`src/rtl/msi_snoop_ctrl.sv`:
```
module msi_snoop_ctrl #(
  parameter int LINES  = 4,
  parameter int ADDR_W = 8,
  parameter int DATA_W = 16
) (
  input  logic                clk,
  input  logic                rst_n,
  input  logic                req_valid,
  input  logic                req_write,
  input  logic [ADDR_W-1:0]   req_addr,
  input  logic [DATA_W-1:0]   req_wdata,
  output logic                req_ready,
  output logic                rsp_valid,
  output logic [DATA_W-1:0]   rsp_rdata,
  output logic                bus_req,
  output logic [1:0]          bus_cmd,
  output logic [ADDR_W-1:0]   bus_addr,
  output logic [DATA_W-1:0]   bus_wdata,
  input  logic                bus_gnt,
  input  logic [DATA_W-1:0]   bus_rdata,
  input  logic                snp_valid,
  input  logic                snp_write,
  input  logic [ADDR_W-1:0]   snp_addr,
  output logic                snp_wb_valid,
  output logic [ADDR_W-1:0]   snp_wb_addr,
  output logic [DATA_W-1:0]   snp_wb_data,
  output logic [2*LINES-1:0]  line_st
);
  localparam int IDX_W = $clog2(LINES);
  localparam int TAG_W = ADDR_W - IDX_W;
  localparam logic [1:0] ST_I = 2'b00, ST_S = 2'b01, ST_M = 2'b10;
  localparam logic [1:0] CMD_RD = 2'd0, CMD_RDX = 2'd1, CMD_INV = 2'd2, CMD_WB = 2'd3;

  typedef enum logic [1:0] {F_IDLE, F_WB, F_FETCH, F_UPG} fsm_t;

  fsm_t              fsm_q;
  logic [1:0]        st_q  [LINES];
  logic [TAG_W-1:0]  tag_q [LINES];
  logic [DATA_W-1:0] dat_q [LINES];
  logic [ADDR_W-1:0] p_addr;
  logic              p_write;
  logic [DATA_W-1:0] p_wdata;

  wire [IDX_W-1:0] p_idx = p_addr[IDX_W-1:0];
  wire [TAG_W-1:0] p_tag = p_addr[ADDR_W-1:IDX_W];

  // snoop lookup
  wire [IDX_W-1:0] s_idx = snp_addr[IDX_W-1:0];
  wire [TAG_W-1:0] s_tag = snp_addr[ADDR_W-1:IDX_W];
  wire       s_hit = snp_valid && (tag_q[s_idx] == s_tag) && (st_q[s_idx] != ST_I);
  wire       s_sup = s_hit && !snp_write && (st_q[s_idx] == ST_M);
  wire [1:0] s_new = snp_write ? ST_I : ((st_q[s_idx] == ST_M) ? ST_S : st_q[s_idx]);

  // local lookup, seen after any same-cycle snoop
  wire [IDX_W-1:0] r_idx   = req_addr[IDX_W-1:0];
  wire [TAG_W-1:0] r_tag   = req_addr[ADDR_W-1:IDX_W];
  wire             r_tagok = (tag_q[r_idx] == r_tag);
  wire [1:0]       r_st    = (s_hit && s_idx == r_idx) ? s_new : st_q[r_idx];
  wire             r_hit   = r_tagok && (r_st != ST_I);
  wire             accept  = req_valid && (fsm_q == F_IDLE);
  wire             s_on_p  = s_hit && (s_idx == p_idx);

  assign req_ready = (fsm_q == F_IDLE);
  assign bus_req   = (fsm_q != F_IDLE);
  assign bus_cmd   = (fsm_q == F_WB)  ? CMD_WB  :
                     (fsm_q == F_UPG) ? CMD_INV :
                     (p_write ? CMD_RDX : CMD_RD);
  assign bus_addr  = (fsm_q == F_WB) ? {tag_q[p_idx], p_idx} : p_addr;
  assign bus_wdata = (fsm_q == F_WB) ? dat_q[p_idx] : '0;

  for (genvar g = 0; g < LINES; g++) begin : g_st
    assign line_st[2*g +: 2] = st_q[g];
  end

  always_ff @(posedge clk) begin
    if (!rst_n) begin
      fsm_q        <= F_IDLE;
      rsp_valid    <= 1'b0;
      snp_wb_valid <= 1'b0;
      p_addr       <= '0;
      p_write      <= 1'b0;
      p_wdata      <= '0;
      for (int i = 0; i < LINES; i++) begin
        st_q[i]  <= ST_I;
        tag_q[i] <= '0;
        dat_q[i] <= '0;
      end
    end else begin
      rsp_valid    <= 1'b0;
      snp_wb_valid <= 1'b0;
      if (s_hit) begin
        st_q[s_idx] <= s_new;
        if (s_sup) begin
          snp_wb_valid <= 1'b1;
          snp_wb_addr  <= snp_addr;
          snp_wb_data  <= dat_q[s_idx];
        end
      end
      case (fsm_q)
        F_IDLE: if (accept) begin
          p_addr  <= req_addr;
          p_write <= req_write;
          p_wdata <= req_wdata;
          if (r_hit && (!req_write || r_st == ST_M)) begin
            rsp_valid <= 1'b1;
            rsp_rdata <= dat_q[r_idx];
            if (req_write) dat_q[r_idx] <= req_wdata;
          end else if (r_hit) begin
            fsm_q <= F_UPG;
          end else if (r_st == ST_M) begin
            fsm_q <= F_WB;
          end else begin
            fsm_q       <= F_FETCH;
            st_q[r_idx] <= ST_I;
          end
        end
        F_WB: if (s_on_p || bus_gnt) begin
          fsm_q       <= F_FETCH;
          st_q[p_idx] <= ST_I;
        end
        F_FETCH: if (bus_gnt) begin
          fsm_q       <= F_IDLE;
          tag_q[p_idx] <= p_tag;
          dat_q[p_idx] <= p_write ? p_wdata : bus_rdata;
          st_q[p_idx]  <= p_write ? ST_M : ST_S;
          rsp_valid    <= 1'b1;
          rsp_rdata    <= bus_rdata;
        end
        F_UPG: if (s_on_p && snp_write) begin
          fsm_q <= F_FETCH;
        end else if (bus_gnt) begin
          fsm_q        <= F_IDLE;
          st_q[p_idx]  <= ST_M;
          dat_q[p_idx] <= p_wdata;
          rsp_valid    <= 1'b1;
          rsp_rdata    <= p_wdata;
        end
        default: fsm_q <= F_IDLE;
      endcase
    end
  end

  AST_STALL_ON_BUS: assert property (@(posedge clk) disable iff (!rst_n)
    bus_req |-> !req_ready);
  AST_BUS_HELD: assert property (@(posedge clk) disable iff (!rst_n)
    (bus_req && !bus_gnt && !snp_valid) |=> (bus_req && $stable(bus_cmd) && $stable(bus_addr)));
  AST_M_HIT_QUIET: assert property (@(posedge clk) disable iff (!rst_n)
    (accept && r_hit && r_st == ST_M) |=> (!bus_req && rsp_valid));
  AST_S_WRITE_INV: assert property (@(posedge clk) disable iff (!rst_n)
    (accept && req_write && r_hit && r_st == ST_S) |=> (bus_req && bus_cmd == CMD_INV));
  AST_SNOOP_WRITE_KILL: assert property (@(posedge clk) disable iff (!rst_n)
    (s_hit && snp_write) |=> (st_q[$past(s_idx)] == ST_I && !snp_wb_valid));
  AST_SNOOP_READ_SUPPLY: assert property (@(posedge clk) disable iff (!rst_n)
    (s_sup && fsm_q == F_IDLE && !req_valid) |=> (snp_wb_valid && st_q[$past(s_idx)] == ST_S));
  AST_NO_SNOOP_RESP: assert property (@(posedge clk) disable iff (!rst_n)
    (!s_hit) |=> !snp_wb_valid);
endmodule

```
`config.mk`:
```
export PLATFORM = sky130hd
export DESIGN_NAME = msi_snoop_ctrl
export DESIGN_NICKNAME = d
export VERILOG_FILES = /design/src/rtl/msi_snoop_ctrl.sv
export SDC_FILE = /design/constraint.sdc
export NUM_CORES = 1
export LEC_CHECK = 0
export ABC_AREA = 1
export BUFFER_PORTS_ARGS = -buffer_cell sky130_fd_sc_hd__buf_2
export CORE_MARGIN = 2
export CORE_UTILIZATION = 34
export CTS_CLUSTER_SIZE = 24
export DETAILED_ROUTE_END_ITERATION = 6
export PLACE_DENSITY = 0.63
export SETUP_SLACK_MARGIN = 0.1
export SLEW_MARGIN = 0
export SYNTH_ARGS = -nofsm -noshare
export SYNTH_HDL_FRONTEND = slang
export SYNTH_SLANG_ARGS = --single-unit
```
`constraint.sdc`:
```
create_clock -name clk -period 15.9 [get_ports clk]
set_input_delay 0.795 -clock clk [delete_from_list [all_inputs] [get_ports clk]]
set_output_delay 0.795 -clock clk [all_outputs]
set_load 0.01 [all_outputs]
```
* Yosys cells after proc, flatten, opt, wreduce, memory -nomap -nowiden
Memories as Yosys holds them, arrays and structs flattened. A register that Yosys moved wholly into a read port is not among the register bits.
Index checks and enable logic that the tools add are counted.
** Word-level totals
- Logic and storage cells :: 142
- Memories kept :: 3
- Input port bits :: 55
- Flip-flop bits (word level) :: 53
- Bits in writable memories :: 96
- Output and inout bits :: 78
** Operators by class
- Reduce and logical (&&, ||, !) cells :: 30
- Equal/unequal tests :: 16
- Muxes and demuxes :: 82
- Bitwise gates (word level) :: 3
** Memories
- dat_q :: depth 4, width 16, read ports 3, clocked after Yosys merged registers in 2, wr ports 4, RTL line 39 : logic [DATA_W-1:0] dat_q [LINES];
- tag_q :: depth 4, width 6, read ports 3, clocked after Yosys merged registers in 1, wr ports 4, RTL line 38 : logic [TAG_W-1:0] tag_q [LINES];
- st_q :: depth 4, width 2, read ports 6, clocked after Yosys merged registers in 0, wr ports 4, RTL line 37 : logic [1:0] st_q [LINES];
** Operators by type and width (count)
- 16-bit 2-to-1 mux :: 10
- 2-bit 2-to-1 mux :: 28
- 16-bit one-hot mux with 3 select lines :: 1
- 1-bit 2-to-1 mux :: 39
- 16-bit OR reduction :: 2
- 6-bit equality test :: 2
- 1-bit logical AND :: 10
- 2-bit equality test (second input constant) :: 4
- 8-bit 2-to-1 mux :: 1
- 2-bit inequality test (second input constant) :: 4
- 2-bit one-hot mux with 4 select lines :: 1
- 7-bit AND reduction :: 1
- 6-bit 2-to-1 mux :: 1
- 2-bit by 1-bit inequality test with 1-bit output (second input constant) :: 3
- 3-bit AND reduction :: 2
- 2-bit nonzero test :: 3
- 2-bit OR reduction :: 3
- 6-bit OR reduction :: 1
- 2-bit equality test :: 2
- 2-bit AND reduction :: 2
- 1-bit bitwise OR :: 3
- 1-bit one-hot mux with 3 select lines :: 1
- 3-bit nonzero test :: 1
- 2-bit by 1-bit equality test with 1-bit output (second input constant) :: 1
- 3 further kinds :: 5

* Logic depth before layout (Yosys ltp)
Gate-level depths: netlist of the first run.
An unclocked memory read counts as a cell.
- Depth after elaboration :: 17
- Gate-level depth with buffers :: 22
- Depth with buffers taken out :: 20

* Worst setup path before layout of the first run
OpenSTA, ideal clock, no wires.
- Kind :: input -> register
- Start point :: input port snp_addr[0]
- End point :: register snp_wb_addr[0] (enable)
- Required time :: 15364 ps
- Cell stages on the path :: 12
- Data arrival time :: 5560 ps
- Path buffers :: 1
- Setup slack :: 9804 ps
- Library setup time :: 536 ps
- Path through :: inv_2 > buf_6 > nand2_1 > nand3_1 > nand2_1 > nand2_1 > nand2_1 > nor2_1 > nand2_2 > nor2_8 > nand2_1 > a2111oi_0
** On the way
- Word-level cells in the longest chain between the ends :: 7
- Elaborated cells on any way between the ends :: 10
- Classes of those cells :: eq/ne: 2; reduce/logical: 6; memory: 2
** Ends and longest elaborated chain
- start, declared :: RTL line 23 : input logic [ADDR_W-1:0] snp_addr,
- memory read 4 x 6 bit
- 6-bit equality test :: RTL line 50 : wire s_hit = snp_valid && (tag_q[s_idx] == s_tag) && (st_q[s_idx] != ST_I);
- 1-bit logical AND (2 in series) :: RTL line 50
- 1-bit logical AND (2 in series) :: RTL line 51 : wire s_sup = s_hit && !snp_write && (st_q[s_idx] == ST_M);
- 3-bit AND reduction (no source line) (*)
- end signal, assigned :: RTL line 95 : snp_wb_addr <= snp_addr;
- end, declared :: RTL line 25 : output logic [ADDR_W-1:0] snp_wb_addr,
Mark *: on every way between the ends. The rest lies on a longest branch, timed or not.
A chain may end at the register's enable or synchronous reset.

==> results of run 1 <==
## critical path, delay by kind of cell
kind	cells	cell delay [ps]
simple gates	15	3500
buf+inv	2	1320
## Yosys cell counts
library cell	count	area, µm²
a2111oi_0	2	17.5
a21oi_1	107	536
a21oi_2	10	87.6
a31oi_1	2	12.5
a32o_1	2	20.0
buf_1	4	15.0
buf_2	7	35.0
buf_4	7	52.6
buf_6	7	78.8
clkbuf_1	45	169
clkinv_1	4	15.0
dfxtp_1	31	621
edfxtp_1	136	4080
inv_1	89	334
inv_2	6	22.5
nand2_1	202	758
nand2_2	8	50.1
nand2_4	4	45.0
nand3_1	83	415
nand3_2	4	40.0
nand4_1	10	62.6
nor2_1	177	664
nor2_2	11	68.8
nor2_8	1	20.0
nor3_1	3	15.0
nor3_2	2	20.0
nor4_1	1	6.26
o211ai_1	14	105
o21a_1	2	15.0
o21ai_0	163	816
o21ai_2	2	17.5
o21bai_1	1	7.51
o221ai_1	1	8.76
o22ai_1	4	25.0
or2_2	2	12.5
xnor2_1	3	26.3
xor2_1	5	43.8
## sequential cells by signal, indices dropped and copies added (netlist names), named ones only
register,cells
dat_q,64
tag_q,24
p_wdata,16
rsp_rdata,16
snp_wb_data,16
p_addr,8
snp_wb_addr,8
st_q,8
fsm_q,2
p_write,1
rsp_valid,1
snp_wb_valid,1
## metrics by stage
stage | setup WS [ps] | utilization
final | 10340 | 0.399
after global routing | 9930 | 0.399
after detailed placement | 9970 | 0.377
after floorplan | 9800 | -
after CTS | 10420 | 0.399
after global placement | 10150 | 0.377
## layout by cell type (no fill, tap or decap), types with 5 or more instances in the layout
cell,n
nand2_1,202
nor2_1,176
o21ai_0,163
edfxtp_1,136
buf_2,132
a21oi_1,107
inv_1,89
nand3_1,83
dfxtp_1,31
clkbuf_16,17
o211ai_1,14
nor2_2,12
nand4_1,10
a21oi_2,10
nand2_2,8
buf_4,8
inv_2,6
xor2_1,5
inv_8,5
## path summary, 6_finish.rpt
| check | slack, ps | cells after the start | from | end |
|---|---|---|---|---|
| worst max register to register | 11640 | 12 | fsm_q[1] | dat_q[1][5] |
| worst max-delay path | 10340 | 17 | snp_addr[0] | dat_q[1][5] |
| worst min-delay path | 480 | 2 | p_wdata[0] | p_wdata[0] |
| worst min register to register | 480 | 2 | p_wdata[0] | p_wdata[0] |
## cell families after synthesis
family / after synthesis / synth area share
xor gates and xnor gates: 8 / 0.00750
AOI/OAI and AO/OA: 310 / 0.179
DFF: 167 / 0.504
and+or+nand+nor: 508 / 0.233
buffers and inverters: 169 / 0.0773
## power groups by stage
| stage | logic, µW | registers (µW) | clock network [µW] |
|---|---|---|---|
| 3_5_place_dp | 181 | 530 | 0 |
| 6_report | 184 | 522 | 436 |
| 4_1_cts | 182 | 521 | 441 |
| 2_1_floorplan | 122 | 523 | 0 |
| 3_3_place_gp | 179 | 530 | 0 |
| 5_1_grt | 204 | 525 | 452 |
## per-layer routing
| layer | track usage | vias to the layer above | share of wire |
|---|---|---|---|
| met5 | 0 | - | 0 |
| met4 | 0.0721 | 0 | 0.022 |
| met3 | 0.0490 | 42 | 0.096 |
| met2 | 0.317 | 412 | 0.45 |
| met1 | 0.272 | 3941 | 0.43 |
| li1 | - | 4124 | - |
## cell type report
type,count,area [µm²]
fill,2728,16200
sequential,167,4700
multi-input combinational,826,3930
timing repair buffer,140,721
clock buffer,18,429
tap,341,427
inverter,99,372
clock inverter,14,184
==> flow_summary.ini, run 1 <==
[grt]
grt_usage = 0.202
grt_first_pass_wirelength_um = 44500
grt_pass1_vias = 7861
overflow = 0
antenna_found_initial = 0
grt_max_degree = 75

[sta]
relSlewSlack = 0.112
period_minus_slack_ps = 5560
fmax_mhz = 180
final_max_slew_viol_count = 0
grt_setup_unrepaired = false
setup_violations = 0
post-route-period-util = 0.350
fin_hold_ws_ps = 477
hold_viol_final = 0
tightest_slew_ps = 1330
skew_ps = 16.0
final.setup.tns_ps = 0

[clock_tree]
cts_htree_levels = 4
clockBufferDepth = 2
post_cts_buffers = 0
hold_buffers = 0
cts-root-buf = clkbuf_16
cts_resized = 0
clock-sinks = 167
cts_tree = yes
cts_buffers = 17
clk_pin_slew_ps = 70
clock_latency_ps = 440

[power]
seqPwrFrac = 0.457
sw_frac_of_total = 0.304
ir_worst_vdd_mv = 0.0873
p_leak_uw = 0.00441
p_per_area_nw_per_um2 = 106
switchingPower_uw = 347
power_frac_comb = 0.161
p_int_uw = 794
p_total_uw = 1140
p_clk_frac = 0.382

[place]
placed_area_um2 = 10100
place.gp.congestion = 0.851
port_buffers = 132
dp_cells = 1573
dpl.hpwl_um = 20200

[drt]
dr.pass1.iters = 5
vias_per_cell = 5.31
routedWlPerCell_um = 18.3
drt-total-wl_um = 29300
first_iter_violations = 920
vias = 8519
ant_nets = 0
remaining_drc_errors = 0

[die]
start_util = 0.347
die_h_um = 170
die_area_um2 = 28800
row_count = 60
core_um2 = 27000
io_pins = 133
die_width_um = 170

[cells_and_area]
drive_gt1_frac = 0.176
design_area_um2 = 10800
syn_to_final_growth_pct = 15.2
fin_cells = 1605
num_antenna_cells = 0
nets = 1306

[synthesis]
syn-num-nets = 1217
yosysWarnings = 0
ys_seq_area_frac = 0.504
synth_area_um2 = 9340
synth-seq-cells = 167
yosysUniqueCellTypes = 37
syn_avg_cell_area_um2 = 8.04
syn_inst = 1162

[critical_path]
slowest_stage = nor2_2
cp-end-kind = register
path_common_cell = nand2_1
path_max_fanout = 63
worstSetupPathType = input port to register
max_stage_delay_ps = 930
crit_path_cell_trace = buf_2 -> inv_2 -> nand2_1 -> nand3_1 -> nand3_1 -> nand2_1 -> nor2_1 -> nand2_2 -> nor2_8 -> nand3_2 -> nand3_1 -> nand4_1 -> nor2_2 -> nand2_1 -> nand2_1 -> nand2_2 -> nand2_1
start_kind = input port
cp.required_ps = 15970
cp.arrival_ps = 5640

[job]
cap_violations = 0

[min_path]
hold_class = register to register

[outcome]
status = completed
Power figures use the tool's default switching activity.
==> inputs of run 2 (changes only) <==
--- a/config.mk
+++ b/config.mk
@@ -11,7 +11,7 @@
 export CORE_UTILIZATION = 34
 export CTS_CLUSTER_SIZE = 24
 export DETAILED_ROUTE_END_ITERATION = 6
-export PLACE_DENSITY = 0.63
+export PLACE_DENSITY = 0.65
 export SETUP_SLACK_MARGIN = 0.1
 export SLEW_MARGIN = 0
 export SYNTH_ARGS = -nofsm -noshare
==> constraint.sdc (replaced) <==
create_clock -name clk -period 4.8 [get_ports clk]
set_input_delay 0.24 -clock clk [delete_from_list [all_inputs] [get_ports clk]]
set_output_delay 0.24 -clock clk [all_outputs]
set_load 0.01 [all_outputs]
==> run 2 against run 1 <==
  * Clock skew up 0.97 ps
  * Register-to-register slack worse by 10000 ps
  * Die area stayed put
  * Critical path depth shrank 11
  * Critical endpoint is now bus_wdata[4]
  * Critical path type is now register to output port
==> flow_summary.ini, run 2 (synthesis results as in run 1) <==
[outcome]
status = completed

[critical_path]
r2r_cells = 16
path_max_fanout = 40
timing.rr.start = st_q[2][0]
path_common_cell = a21oi_1
slowest_stage = dfxtp_1
rrSetupSlack_ps = 1470
r2r-end = dat_q[0][1]
start_kind = register
cp.arrival_ps = 3330
crit_path_cell_trace = inv_1 -> buf_4 -> a21oi_1 -> o21ai_0 -> a21oi_1 -> buf_2
max_stage_delay_ps = 910
cp-end-kind = output port
worstSetupPathType = register to output port
cp.required_ps = 4560

[clock_tree]
cts_htree_levels = 4
cts_tree = yes
cts_buffers = 17
clock-sinks = 167
post_cts_buffers = 0
hold_buffers = 0
cts_resized = 0
clockBufferDepth = 2
clk_pin_slew_ps = 70
clock_latency_ps = 440
cts-root-buf = clkbuf_16

[power]
p_per_area_nw_per_um2 = 355
ir_worst_vdd_mv = 0.221
p_leak_uw = 0.00447

[cells_and_area]
final_cell_mix = nand2_1 (202), nor2_1 (177), o21ai_0 (163), edfxtp_1 (136), buf_2 (132)
nets = 1314
syn_to_final_growth_pct = 16.2
drive_gt1_frac = 0.182
layout_commonest_cell = nand2_1
top_register = dat_q
largest_register_ffs = 64
reg_top3 = dat_q (64), tag_q (24)
fin_cells = 1613
num_antenna_cells = 0

[min_path]
hold_class = input port to register
hold_end = snp_wb_addr[6]
hold_depth = 1
hold_start = snp_addr[6]

[drt]
first_iter_violations = 860
dr.pass1.iters = 5
vias = 8610
vias_per_cell = 5.34
routedWlPerCell_um = 18.2
drt-total-wl_um = 29300
remaining_drc_errors = 0
ant_nets = 0

[job]
cap_violations = 0

[die]
io_pins = 133
die_width_um = 170
start_util = 0.347
die_area_um2 = 28800
row_count = 60
die_h_um = 170
core_um2 = 27000

[grt]
grt_first_pass_wirelength_um = 44200
grt_max_degree = 57
overflow = 0
grt_pass1_vias = 7754
grt_usage = 0.201
antenna_found_initial = 0

[sta]
skew_ps = 17.0
tightest_slew_ps = 1140
hold_viol_final = 0
post-route-period-util = 0.744
relSlewSlack = 0.236
final.setup.tns_ps = 0
grt_setup_unrepaired = false
setup_violations = 0
final_max_slew_viol_count = 0
fmax_mhz = 280
period_minus_slack_ps = 3570

[place]
dp_cells = 1581
dpl.hpwl_um = 20700
place.gp.congestion = 0.923
port_buffers = 132
## run 2: how the worst max path moves through the flow
stage	startpoint	to	slack (ps)	cells past startpoint
final	register	bus_wdata[4]	1230	6
after detailed placement	snp_addr[1]	dat_q[0][13]	800	16
after floorplan	st_q[1][0]	snp_wb_addr[0]	410	10
after CTS	snp_addr[1]	dat_q[0][1]	1240	16
after global routing	snp_addr[1]	dat_q[0][0]	950	16
after global placement	snp_addr[1]	dat_q[0][13]	910	16
## run 2: stage by stage
stage | hold slack (ps) | instance area [µm²] | util | power (µW) | setup slack, ps
CTS | 14.1 | 10900 | 0.403 | 3860 | 1240
detailed placement | 463 | 10200 | 0.379 | 2360 | 804
global route | 19.3 | 10900 | 0.403 | 3990 | 950
floorplan | 332 | 9340 | - | 2140 | 408
global placement | 462 | 10200 | 0.379 | 2350 | 906
finish | 26.8 | 10900 | 0.403 | 3850 | 1230
## run 2: power breakdown
group | leakage, µW | total, µW | internal [µW] | switching [µW]
registers | 0.00161 | 1730 | 1660 | 65.9
logic | 0.00254 | 611 | 178 | 433
clock network | 0.000314 | 1510 | 851 | 660
## run 2: metal layers
layer / global-route usage / vias up / part of all wire
met3: 0.0331 / 46 / 0.088
met1: 0.283 / 4023 / 0.44
met5: 0 / - / 0
met2: 0.306 / 405 / 0.44
li1: - / 4136 / -
met4: 0.0829 / 0 / 0.028
## run 2: critical path, delay by kind of cell (launching register included)
| kind | cells | cell delay (ps) |
|---|---|---|
| AOI/OAI and AO/OA | 3 | 540 |
| DFF | 1 | 910 |
| buffers and inverters | 3 | 1450 |
## run 2: final cells by class
cell class | count | area, µm²
inverters | 99 | 372
clock buffers | 17 | 425
fillers | 2703 | 16100
repair buffers | 148 | 781
clock inverters | 15 | 229
multi-input cells | 826 | 3920
flip-flops and latches | 167 | 4700
well taps | 341 | 427
==> inputs of run 3 (changes only) <==
==> constraint.sdc (replaced) <==
create_clock -name clk -period 3.1 [get_ports clk]
set_input_delay 0.155 -clock clk [delete_from_list [all_inputs] [get_ports clk]]
set_output_delay 0.155 -clock clk [all_outputs]
set_load 0.01 [all_outputs]
==> run 3 against run 2 <==
  * The flow now finishes with violations (design-rule violations)
  * Sequential share of layout area down 1.6 points
  * Utilization up 1.6 points
  * Non-clock buffer count up 42
  * Clock power up 48%
  * First-iteration DRC count up 38%
  * Sequential cell count unchanged
  * Total power up 54%
  * Clock skew down 5.3 ps
  * Critical path depth up 11
  * Largest cell class unchanged
==> flow_summary.ini, run 3 (synthesis results as in run 1) <==
[clock_tree]
clk_pin_slew_ps = 70
clockBufferDepth = 2
cts_htree_levels = 4
cts_tree = yes
clock-sinks = 167
clock_latency_ps = 440
cts-root-buf = clkbuf_16
cts_buffers = 17

[power]
p_leak_uw = 0.00470
ir_worst_vdd_mv = 0.392
p_per_area_nw_per_um2 = 527

[critical_path]
worstSetupPathType = register to register
cp-end-kind = register
cp.required_ps = 3280
cp.arrival_ps = 2990
rrSetupSlack_ps = 300
timing.rr.start = st_q[1][0]
path_max_fanout = 14
start_kind = register
r2r_cells = 17
r2r-end = dat_q[0][11]

[die]
die_h_um = 170
die_area_um2 = 28800
start_util = 0.347
die_width_um = 170
io_pins = 133
row_count = 60
core_um2 = 27000

[cells_and_area]
design_area_um2 = 11300
nets = 1356
seqCellArea_um2 = 4700
layout_commonest_cell = nand2_1
final_cell_mix = nand2_1 (201), nor2_1 (177), o21ai_0 (163), edfxtp_1 (136), buf_2 (132)
multiInputGateArea_um2 = 3970
syn_to_final_growth_pct = 20.8
drive_gt1_frac = 0.202
top_register = dat_q
reg_top3 = dat_q (64), tag_q (24)
fillerInstances = 2643
largest_register_ffs = 64
num_antenna_cells = 0
final_util = 0.419
fin_cells = 1655

[outcome]
status = finished with violations
violations = design-rule violations

[job]
cap_violations = 0

[sta]
grt_setup_unrepaired = false
worst_slack_ps = 297
hold_viol_final = 0
tightest_slew_ps = 897
post-route-period-util = 0.904
setup_violations = 0
final.setup.tns_ps = 0
final_max_slew_viol_count = 0
relSlewSlack = 0.397
fmax_mhz = 357
skew_ps = 11.6
period_minus_slack_ps = 2800

[place]
place.gp.congestion = 0.895
dp_cells = 1607
port_buffers = 132
post-place-ws_ps = 84.8
dpl.hpwl_um = 20900
placed_area_um2 = 10500

[drt]
vias = 8929
ant_nets = 0
remaining_drc_errors = 1
vias_per_cell = 5.40
dr.pass1.iters = 7
first_iter_violations = 1188
routedWlPerCell_um = 17.9
drt-total-wl_um = 29600

[min_path]
hold_end = p_wdata[7]
hold_depth = 3
hold_class = input port to register
hold_start = req_wdata[7]

[grt]
antenna_found_initial = 0
overflow = 0
grt_max_degree = 54
grt_pass1_vias = 8253
grt_first_pass_wirelength_um = 45700
grt_usage = 0.207
[run 3: cell count changes in the layout (fill, tap and decap cells not counted), moves of 2 or more]
cell	previous run	this run
nand3_1	83	80
clkinv_8	4	2
buf_12	0	5
nand3_2	4	7
buf_4	16	39
dlygate4sd3_1	0	14
clkinv_2	0	2
[run 3: worst max-delay path, cell delays in order (launching register included)]
cell        delay (ps)
edfxtp_1           470
nand2_1            120
nand3_2            120
nand2_1            130
nand2_2             70
nand2_1             60
nor2_1              40
nand2_2            110
nor2_8              50
nand3_2             90
nand3_1             80
nand2_1            120
buf_4              210
clkinvlp_4         220
nor2_1             150
nor2_1              70
a21oi_2            320
nor2_1             100
[run 3: power by group]
| part | internal [µW] | switching, µW | total (µW) | leakage [µW] |
|---|---|---|---|---|
| combinational | 333 | 710 | 1040 | 0.00278 |
| sequential | 2570 | 85.1 | 2660 | 0.00161 |
| clock | 1230 | 1010 | 2240 | 0.000304 |
| total | 4130 | 1810 | 5940 | 0.00470 |
[run 3: final cells by class]
type,instances,share of cell area
inverter,99,0.0333
multi-input combinational,826,0.352
timing repair buffer,190,0.106
sequential,167,0.417
clock inverter,15,0.0167
tap,341,0.0378
clock buffer,17,0.0377
[run 3: timing repair]
action,CTS,global route
endpoints found under the setup margin,0,72
hold buffers,14,0
resized for setup,0,8
endpoints found under the hold margin,14,0
setup buffers,0,2
[run 3: worst max path at each step]
stage | startpoint | endpoint | slack [ps]
5_1_grt | st_q[1][1] | st_q[2][0] | 120
3_3_place_gp | snp_addr[0] | st_q[0][1] | 190
2_1_floorplan | st_q[1][0] | dat_q[3][0] | 150
3_5_place_dp | snp_addr[0] | st_q[2][0] | 80
6_report | st_q[1][0] | dat_q[0][11] | 300
4_1_cts | st_q[1][0] | st_q[2][1] | 190
[run 3: layer usage]
metal	vias to the layer above	share of wire	track usage
met5	-	0	0
met4	0	0.032	0.0925
met3	60	0.086	0.0410
met2	432	0.45	0.310
met1	4224	0.44	0.289
li1	4213	-	-
[run 3: stage by stage]
step / power [µW] / hold WS [ps]
floorplan: 3310 / 247
global placement: 3690 / 376
detailed placement: 3700 / 381
CTS: 5940 / 2.32
global route: 6170 / 17.5
finish: 5940 / 17.4
